--- src/rtl/kmi_pkg.sv ---
// Package kmi_pkg
// Shared offsets, bit positions and the identification table for the
// keyboard/mouse register front end. Assumes 32-bit word addressing.
package kmi_pkg;
    localparam int REG_CTRL = 0;
    localparam int REG_STAT = 1;
    localparam int REG_DATA = 2;
    localparam int REG_DIV  = 3;
    localparam int REG_IRQS = 4;

    localparam int CTRL_RXIE_BIT = 4;
    localparam int CTRL_TXIE_BIT = 3;

    localparam int STAT_TXEMPTY_BIT = 6;
    localparam int STAT_RXFULL_BIT  = 4;
    localparam int STAT_PARITY_BIT  = 2;

    localparam int IRQS_FIXED_BIT = 1;

    // Identification byte for word index 0..7 of the ID window.
    function automatic logic [7:0] id_byte(input logic [2:0] idx);
        case (idx)
            3'd0: id_byte = 8'h50;
            3'd1: id_byte = 8'h10;
            3'd2: id_byte = 8'h04;
            3'd3: id_byte = 8'h00;
            3'd4: id_byte = 8'h0D;
            3'd5: id_byte = 8'hF0;
            3'd6: id_byte = 8'h05;
            default: id_byte = 8'hB1;
        endcase
    endfunction
endpackage

--- src/rtl/kmi_cfg_regs.sv ---
// Module kmi_cfg_regs
// Holds the control and divisor bytes. Each loads on its own write enable.
// Assumes the enables are already decoded and mutually exclusive.
module kmi_cfg_regs #(
    parameter int BYTE_W = 8
) (
    input  logic              clk,
    input  logic              rst_n,
    input  logic              ctrl_we,
    input  logic              div_we,
    input  logic [BYTE_W-1:0] wbyte,
    output logic [BYTE_W-1:0] ctrl_q,
    output logic [BYTE_W-1:0] div_q
);
    // Control byte storage.
    always_ff @(posedge clk) begin
        if (!rst_n)       ctrl_q <= '0;
        else if (ctrl_we) ctrl_q <= wbyte;
    end

    // Divisor byte storage, kept for readback only.
    always_ff @(posedge clk) begin
        if (!rst_n)      div_q <= '0;
        else if (div_we) div_q <= wbyte;
    end
endmodule

--- src/rtl/kmi_rx_hold.sv ---
// Module kmi_rx_hold
// Pops the pending receive byte on a data read and remembers the byte last
// handed to the host. It also gives that byte's parity.
// Assumes data_rd is a single-cycle decoded read strobe.
module kmi_rx_hold #(
    parameter int BYTE_W = 8
) (
    input  logic              clk,
    input  logic              rst_n,
    input  logic              data_rd,
    input  logic              rx_valid,
    input  logic [BYTE_W-1:0] rx_byte,
    output logic              rx_ready,
    output logic [BYTE_W-1:0] data_view,
    output logic              parity
);
    logic [BYTE_W-1:0] last_q;

    // Pop only when the host reads data and a byte is waiting.
    always_comb rx_ready = data_rd & rx_valid;

    // Value a data read returns this cycle.
    always_comb data_view = rx_valid ? rx_byte : last_q;

    // Parity of the remembered byte, computed live.
    always_comb parity = ^last_q;

    // Remember the byte that was popped.
    always_ff @(posedge clk) begin
        if (!rst_n)        last_q <= '0;
        else if (rx_ready) last_q <= rx_byte;
    end
endmodule

--- src/rtl/kmi_tx_pulse.sv ---
// Module kmi_tx_pulse
// Turns a decoded data write into a registered one-cycle transmit strobe
// with its byte. Assumes data_we lasts one cycle per write.
module kmi_tx_pulse #(
    parameter int BYTE_W = 8
) (
    input  logic              clk,
    input  logic              rst_n,
    input  logic              data_we,
    input  logic [BYTE_W-1:0] wbyte,
    output logic              tx_strobe,
    output logic [BYTE_W-1:0] tx_byte
);
    // Strobe and byte register.
    always_ff @(posedge clk) begin
        if (!rst_n) begin
            tx_strobe <= 1'b0;
            tx_byte   <= '0;
        end else begin
            tx_strobe <= data_we;
            if (data_we) tx_byte <= wbyte;
        end
    end
endmodule

--- src/rtl/kmi_read_mux.sv ---
// Module kmi_read_mux
// Picks the read value from the decoded selects and registers it onto the
// bus. Assumes at most one select is high. When no select is high the
// value is zero.
module kmi_read_mux #(
    parameter int DATA_W = 32,
    parameter int BYTE_W = 8
) (
    input  logic              clk,
    input  logic              rst_n,
    input  logic              rd_en,
    input  logic              sel_ctrl,
    input  logic              sel_stat,
    input  logic              sel_data,
    input  logic              sel_div,
    input  logic              sel_irqs,
    input  logic              sel_id,
    input  logic [2:0]        id_idx,
    input  logic [BYTE_W-1:0] ctrl_q,
    input  logic [BYTE_W-1:0] div_q,
    input  logic [BYTE_W-1:0] data_view,
    input  logic              pending,
    input  logic              parity,
    output logic [DATA_W-1:0] rd_data
);
    import kmi_pkg::*;

    localparam int PAD_W = DATA_W - BYTE_W;

    logic [BYTE_W-1:0] stat_b, irqs_b, id_b, pick;

    // Status and interrupt-status bytes.
    always_comb begin
        stat_b = '0;
        stat_b[STAT_TXEMPTY_BIT] = 1'b1;
        stat_b[STAT_RXFULL_BIT]  = pending;
        stat_b[STAT_PARITY_BIT]  = parity;
        irqs_b = '0;
        irqs_b[IRQS_FIXED_BIT] = 1'b1;
        irqs_b[0] = pending;
        id_b = BYTE_W'(id_byte(id_idx));
    end

    // One-hot select of the read byte.
    always_comb begin
        pick = ({BYTE_W{sel_ctrl}} & ctrl_q)
             | ({BYTE_W{sel_stat}} & stat_b)
             | ({BYTE_W{sel_data}} & data_view)
             | ({BYTE_W{sel_div}}  & div_q)
             | ({BYTE_W{sel_irqs}} & irqs_b)
             | ({BYTE_W{sel_id}}   & id_b);
    end

    // Register read data on each read strobe.
    always_ff @(posedge clk) begin
        if (!rst_n)     rd_data <= '0;
        else if (rd_en) rd_data <= {{PAD_W{1'b0}}, pick};
    end
endmodule

--- src/rtl/kmi_regs.sv ---
// Module kmi_regs
// Top of the keyboard/mouse register front end: address decode, the
// interrupt level and the submodule wiring. Assumes ADDR_W covers a 4 KiB
// window, with the ID area in its top 32 bytes.
module kmi_regs #(
    parameter int ADDR_W = 12,
    parameter int DATA_W = 32,
    parameter int BYTE_W = 8
) (
    input  logic              clk,
    input  logic              rst_n,
    input  logic [ADDR_W-1:0] addr,
    input  logic              rd_en,
    input  logic              wr_en,
    input  logic [DATA_W-1:0] wr_data,
    output logic [DATA_W-1:0] rd_data,
    input  logic              rx_valid,
    input  logic [BYTE_W-1:0] rx_byte,
    output logic              rx_ready,
    output logic              tx_strobe,
    output logic [BYTE_W-1:0] tx_byte,
    output logic              irq
);
    import kmi_pkg::*;

    localparam int WORD_W = ADDR_W - 2;
    localparam int ID_LSB = 5;

    logic [WORD_W-1:0] word;
    logic sel_ctrl, sel_stat, sel_data, sel_div, sel_irqs, sel_id;
    logic [BYTE_W-1:0] ctrl_q, div_q, data_view, wbyte;
    logic parity;

    // Word address decode; the ID area is the all-ones top region.
    always_comb begin
        word     = addr[ADDR_W-1:2];
        sel_id   = &addr[ADDR_W-1:ID_LSB];
        sel_ctrl = (word == WORD_W'(REG_CTRL));
        sel_stat = (word == WORD_W'(REG_STAT));
        sel_data = (word == WORD_W'(REG_DATA));
        sel_div  = (word == WORD_W'(REG_DIV));
        sel_irqs = (word == WORD_W'(REG_IRQS));
        wbyte    = wr_data[BYTE_W-1:0];
    end

    // Interrupt level from the stored control and the pending byte.
    always_comb irq = (rx_valid & ctrl_q[CTRL_RXIE_BIT]) | ctrl_q[CTRL_TXIE_BIT];

    kmi_cfg_regs #(.BYTE_W(BYTE_W)) cfg_i (
        .clk(clk), .rst_n(rst_n),
        .ctrl_we(wr_en & sel_ctrl), .div_we(wr_en & sel_div),
        .wbyte(wbyte), .ctrl_q(ctrl_q), .div_q(div_q)
    );

    kmi_rx_hold #(.BYTE_W(BYTE_W)) rx_i (
        .clk(clk), .rst_n(rst_n),
        .data_rd(rd_en & sel_data), .rx_valid(rx_valid), .rx_byte(rx_byte),
        .rx_ready(rx_ready), .data_view(data_view), .parity(parity)
    );

    kmi_tx_pulse #(.BYTE_W(BYTE_W)) tx_i (
        .clk(clk), .rst_n(rst_n),
        .data_we(wr_en & sel_data), .wbyte(wbyte),
        .tx_strobe(tx_strobe), .tx_byte(tx_byte)
    );

    kmi_read_mux #(.DATA_W(DATA_W), .BYTE_W(BYTE_W)) mux_i (
        .clk(clk), .rst_n(rst_n), .rd_en(rd_en),
        .sel_ctrl(sel_ctrl), .sel_stat(sel_stat), .sel_data(sel_data),
        .sel_div(sel_div), .sel_irqs(sel_irqs), .sel_id(sel_id),
        .id_idx(addr[4:2]),
        .ctrl_q(ctrl_q), .div_q(div_q), .data_view(data_view),
        .pending(rx_valid), .parity(parity), .rd_data(rd_data)
    );
endmodule

--- config.mk ---
export PLATFORM = sky130hd
export DESIGN_NAME = kmi_regs
export DESIGN_NICKNAME = d
export VERILOG_FILES = /design/src/rtl/kmi_pkg.sv /design/src/rtl/kmi_cfg_regs.sv /design/src/rtl/kmi_rx_hold.sv /design/src/rtl/kmi_tx_pulse.sv /design/src/rtl/kmi_read_mux.sv /design/src/rtl/kmi_regs.sv
export SDC_FILE = /design/constraint.sdc
export NUM_CORES = 1
export LEC_CHECK = 0
export ABC_AREA = 1
export BUFFER_PORTS_ARGS = -buffer_cell sky130_fd_sc_hd__buf_2
export CORE_UTILIZATION = 40
export DETAILED_ROUTE_END_ITERATION = 16
export GPL_TIMING_DRIVEN = 0
export PLACE_DENSITY = 0.69
export SLEW_MARGIN = 20
export SYNTH_ARGS = -nofsm -noshare
export SYNTH_HDL_FRONTEND = slang
export SYNTH_SLANG_ARGS = --single-unit
export TNS_END_PERCENT = 100
--- constraint.sdc ---
create_clock -name clk -period 1.8 [get_ports clk]
set_input_delay 0.09 -clock clk [delete_from_list [all_inputs] [get_ports clk]]
set_output_delay 0.09 -clock clk [all_outputs]
set_load 0.01 [all_outputs]
After elaboration in Yosys (flattened, before gate mapping):

Cells that the tools add are included.

* output and inout port bits: 43
* register bits: 41
* memories: 0
* ROM bits: 0
* input bits: 57
* logic and storage cells: 40
* memory bits (writable): 0
* bits in latches: 0

* equal/unequal tests: 10
* mux-type cells: 2
* shifts and indexed selects: 0
* multipliers: 0
* order comparisons: 0
* add/sub/neg operators: 0
* reduce and logical (&&, ||, !) cells: 4
* div/mod/pow operators: 0
* bitwise gates (word level): 18

Operators with widths (number)
* 8-bit case mux with 7 select lines: 1
* 8-bit OR: 5
* 8-bit AND: 4
* 10-bit by 2-bit equality test with 1-bit output (second input constant): 2
* 10-bit by 1-bit equality test with 1-bit output (second input constant): 1
* 10-bit by 3-bit equality test with 1-bit output (second input constant): 1
* 10-bit logical NOT: 1
* 3-bit equality test (second input constant): 3
* 8-bit by 2-bit AND with 8-bit output: 1
* 8-bit by 7-bit AND with 8-bit output: 1
* 8-bit 2-to-1 mux: 1
* 8-bit parity: 1
* 7-bit AND reduction: 1
* 1-bit AND: 6
* 3-bit by 2-bit equality test with 1-bit output (second input constant): 2
* 3-bit by 1-bit equality test with 1-bit output (second input constant): 1
* 3-bit logical NOT: 1
* 1-bit OR: 1

Logic depth before layout (Yosys ltp):

* word-level depth: 7
* mapped depth: 10
* gate-level depth less buffers: 9

By module:

A second synthesis with hierarchy kept.

* cells, all modules: 392
* area total of the unflattened synthesis: 2452.4 µm²

By module, submodules not included
* kmi_read_mux: cells an instance 121, seq. area each 160.2 µm², area each 730.7 µm², instances 1
* kmi_cfg_regs: cells an instance 94, seq. area each 320.3 µm², area each 675.6 µm², instances 1
* kmi_rx_hold: cells an instance 90, seq. area each 160.2 µm², area each 513.0 µm², instances 1
* kmi_tx_pulse: cells an instance 54, seq. area each 180.2 µm², area each 375.4 µm², instances 1
* kmi_regs: cells an instance 33, seq. area each 0.0 µm², area each 157.7 µm², instances 1

Worst setup path after synthesis:

Ideal clock, no wire load.

* path type: input to register
* start: input addr[8]
* end: register tx_i.tx_byte[5]
* data required time: 1684 ps
* setup slack: 732 ps
* arrival: 952 ps
* library setup time: 116 ps
* stages on the path: 9
* path buffers: 1
* cell sequence: nor2_1 > nand2_2 > nor2_2 > nand2_4 > inv_2 > nand2_4 > buf_6 > o21ai_1 > a21oi_1

* word-level cells in the longest chain between the ends: 2

Ends and longest elaborated chain
* start: declaration: line kmi_regs.sv:12 `input logic [ADDR_W-1:0] addr,`
* 10-bit by 2-bit equality test with 1-bit output: line kmi_regs.sv:40 `sel_data = (word == WORD_W'(REG_DATA));`
* 1-bit AND: line kmi_regs.sv:63 `.data_we(wr_en & sel_data), .wbyte(wbyte),`
* end signal: assignment: line kmi_tx_pulse.sv:21 `if (data_we) tx_byte <= wbyte;`
* end: declaration: line kmi_tx_pulse.sv:12 `output logic [BYTE_W-1:0] tx_byte`

Every way passes these cells.
A chain may end at the register's enable or synchronous reset.

Worst setup path after layout:

* start: input addr[8]
* end: output rx_ready

* word-level cells in the longest chain between the ends: 3

Ends and longest elaborated chain
* 10-bit by 2-bit equality test with 1-bit output: line kmi_regs.sv:40
* 1-bit AND: line kmi_regs.sv:57 `.data_rd(rd_en & sel_data), .rx_valid(rx_valid), .rx_byte(rx_byte),`
* 1-bit AND: line kmi_rx_hold.sv:20 `always_comb rx_ready = data_rd & rx_valid;`
* end: declaration: line kmi_regs.sv:19 `output logic rx_ready,`

Every way passes these cells.

==> summary.txt <==
CTS
  – Clock sink count: 41
  – Clk buf depth: 2
  – Number of setup buffers added after CTS: 0
  – Clock latency at the later pin of the worst-skew pair: 300 ps
  – Master cell of the clock root buffer: clkbuf_8
  – Post-CTS sizing: 0
  – CTS H-tree depth: 2
  – TritonCTS buffer count: 5
  – Total of hold buffers inserted after clock tree synthesis: 0
  – Clock-pin slew of the registers on the worst-case setup and hold paths: 80 ps
  – CTS tree: done

Worst hold path
  – Path type of the worst min-delay path: primary input to flip-flop

Logic synthesis
  – Number of flops mapped to enable cells by yosys: 0
  – Simple-gate portion of the synthesized area: 35.6%
  – Number of warnings printed during yosys synthesis: 0
  – List of most frequent post-synthesis cells: nand2_1, nor2_1, dfxtp_1
  – Synth Cell Area: roughly 2400 um^2
  – Post-synthesis adder-cell area fraction: 0%
  – Leading area contributor after synthesis: dfxtp_1
  – Async set-reset flop share out of synthesis: 0%
  – Ys flop type: dfxtp_1
  – XOR/XNOR share of the synthesized area: 0.363%
  – Main combinational cell family by area after synthesis: simple AND/OR/NAND/NOR gates
  – Seq cells post-synth: between 40 and 50
  – Post-synthesis mux area share: 0%
  – Avg Synthesized Cell Area: approximately 6.5 um^2
  – Fraction of the mapped netlist area in compound gates: 13.6%
  – Synth top area share: between 30% and 40%
  – Number of instances in the synthesized netlist: about 370
  – Cells taking the most area after synthesis: dfxtp_1, nand2_1, nand3_1, buf_4, nor2_1
  – Top-count cell post-synth: nand2_1
  – Count of distinct cell types in the synthesized netlist: 26
  – Proportion of synthesized chip area in sequential cells: 34.1%

Setup path
  – Cell with the biggest individual delay on the critical path: nor2_4
  – Data arrival time of the critical path: approximately 1300 ps
  – Largest stage delay on the critical path: about 200 ps
  – Critical path launch point type: primary input
  – Family of cells with the greatest summed delay on the critical path: simple AND/OR/NAND/NOR gates
  – Most frequent cell on the critical path: buf_2
  – Crit Path Max Fanout: 9
  – Number of buffer and inverter stages on the critical path: 4
  – Critical Setup Path Class: primary input to output pin
  – Worst setup EP type: output pin
  – Chain of cells forming the critical path: buf_2 -> nor2_1 -> nand2_2 -> nor2_4 -> nand2_1 -> inv_2 -> nand3_2 -> inv_1 -> buf_2
  – Req. time, crit path: 1710 ps

Timing
  – Slew Viols, Final: 0
  – Max Freq: roughly 0.72 GHz
  – Count of endpoints failing setup in the final report: 0
  – Final Hold Violating Endpoints: 0
  – Post-layout min period: around 1400 ps
  – Final clock period utilization by the worst path: 76.9%
  – Final clock skew: approximately 3.5 ps
  – Unrepaired setup endpoints after global routing: false
  – Total Negative Setup Slacks: 0 ps

GRT
  – Maximum number of pins on one net before global-route repair: 14
  – Overflow after GRT: 0
  – Combined global-route utilization of all metal layers: around a fifth
  – Vias in the first global route: about 2100
  – Number of antenna violations at the first check in global routing: 0
  – Wire length of the first global-routing pass: 9450 um

Route
  – TritonRoute pass-1 iters: 5
  – Post-DR vias/cell: between 4 and 5
  – Detailed Route Iter0 Violations: between 100 and 150
  – Antenna viol nets, final: 0
  – Total routed wirelength: 5860 um
  – Routed wire length per instance: 11.2 um
  – Total vias in the final route: between 2000 and 2500
  – DR DRC count: 0

Die
  – Starting density of the core: ~43%
  – Number of top-level pins: 100
  – Core area: around 5600 um^2
  – Vert. Die Dim: approximately 80 um
  – Die Span X: about 80 um
  – Die Area: about 6300 um^2
  – Count of standard-cell rows: 27

Layout
  – Final layout net count: approximately 510
  – Number of diodes added for antenna fixing: 0
  – Finished Core Util: a little over half
  – Final design instance area without fill: 2950 um^2
  – Share of layout cells above drive strength 1: 23.3%
  – Area Overhead vs Synth: 22.3%

Outcome
  – Run status: finished clean

Placement
  – Weighted congestion reported at the end of routability-driven placement: about 0.89
  – Instance area at placement: around 2800 um^2
  – Number of buffer cells added on primary ports: 48
  – Hpwl dp: around 4600 um

Power and ir drop
  – Worst supply voltage drop on vdd: 0.456 mV
  – Power, Total: 0.00195 W
  – Power Dens Cells: approximately 660 nW/um^2
  – Static power due to leakage: between 1 and 1.5 nW

Flow run
  – Number of max-cap violations: 0
==> per-layer routing <==
| layer | global-route usage (%) | up-vias | routed length, um |
|---|---|---|---|
| li1 | - | 1284 | - |
| met1 | 24.2 | 1047 | 2740 |
| met2 | 32.5 | 75 | 2760 |
| met3 | 3.54 | 4 | 290 |
| met4 | 6.55 | 0 | 66 |
| met5 | 0 | - | 0 |
==> logic make-up (layout without fill, tap and decap cells) <==
| group | Yosys count | in the layout |
|---|---|---|
| compound gates | 65 | 65 |
| xor+xnor | 1 | 1 |
| buf+inv | 74 | 130 |
| flops | 41 | 41 |
| other cells | 1 | 24 |
| simple gates | 190 | 190 |
==> cells in the final DEF, fill, tap and decap left out, types with 4 or more instances in the layout <==
cell type	instances
nand2_1	91
buf_2	49
nor2_1	44
dfxtp_1	41
nand3_1	36
inv_1	33
o21ai_0	31
a21oi_1	31
buf_4	24
conb_1	24
clkbuf_1	7
clkbuf_8	6
inv_2	5
nand2_2	4
==> sequential cells by signal, indices dropped and copies added, names as in the netlist <==
signal and count:
cfg_i.ctrl_q 8, cfg_i.div_q 8, mux_i.rd_data 8, rx_i.last_q 8, tx_i.tx_byte 8, tx_i.tx_strobe 1
==> report_power, final <==
part,total (W),internal [W],switching (W)
Sequential,0.000920,0.000915,0.00000452
Clock,0.000796,0.000451,0.000344
Combinational,0.000232,0.0000910,0.000141
==> stage by stage <==
stage          setup WS (ps)  hold WS (ps)  instances
4_1_cts                  443          28.9        523
6_report                 416          32.1        523
3_5_place_dp             421           348        515
2_1_floorplan            732           225        395
5_1_grt                  318          42.0        523
3_3_place_gp             436           331        515
==> area by class of cell <==
class                   count  area (um^2)
repair buffers             48          240
well taps                  72         90.1
multi-input cells         280         1280
clock inverters             2         37.5
clock buffers               6         82.6
inverters                  39          146
plain buffers              35          245
flip-flops and latches     41          821
fillers                   587         2700
==> path summary, 6_finish.rpt <==
check	from	endpoint	slack (ps)	depth (start not counted)
min reg2reg	tx_i.tx_byte[3]	tx_i.tx_byte[3]	450	2
min	rx_byte[6]	rx_i.last_q[6]	30	3
max reg2reg	rx_i.last_q[2]	mux_i.rd_data[2]	640	6
max	addr[8]	rx_ready	420	9
==> tightest hold or removal path, delay by kind of cell <==
kind / cells / cell delay (ps)
buf+inv: 1 / 90
simple gates: 2 / 120
(Power assumes the default switching activity.)
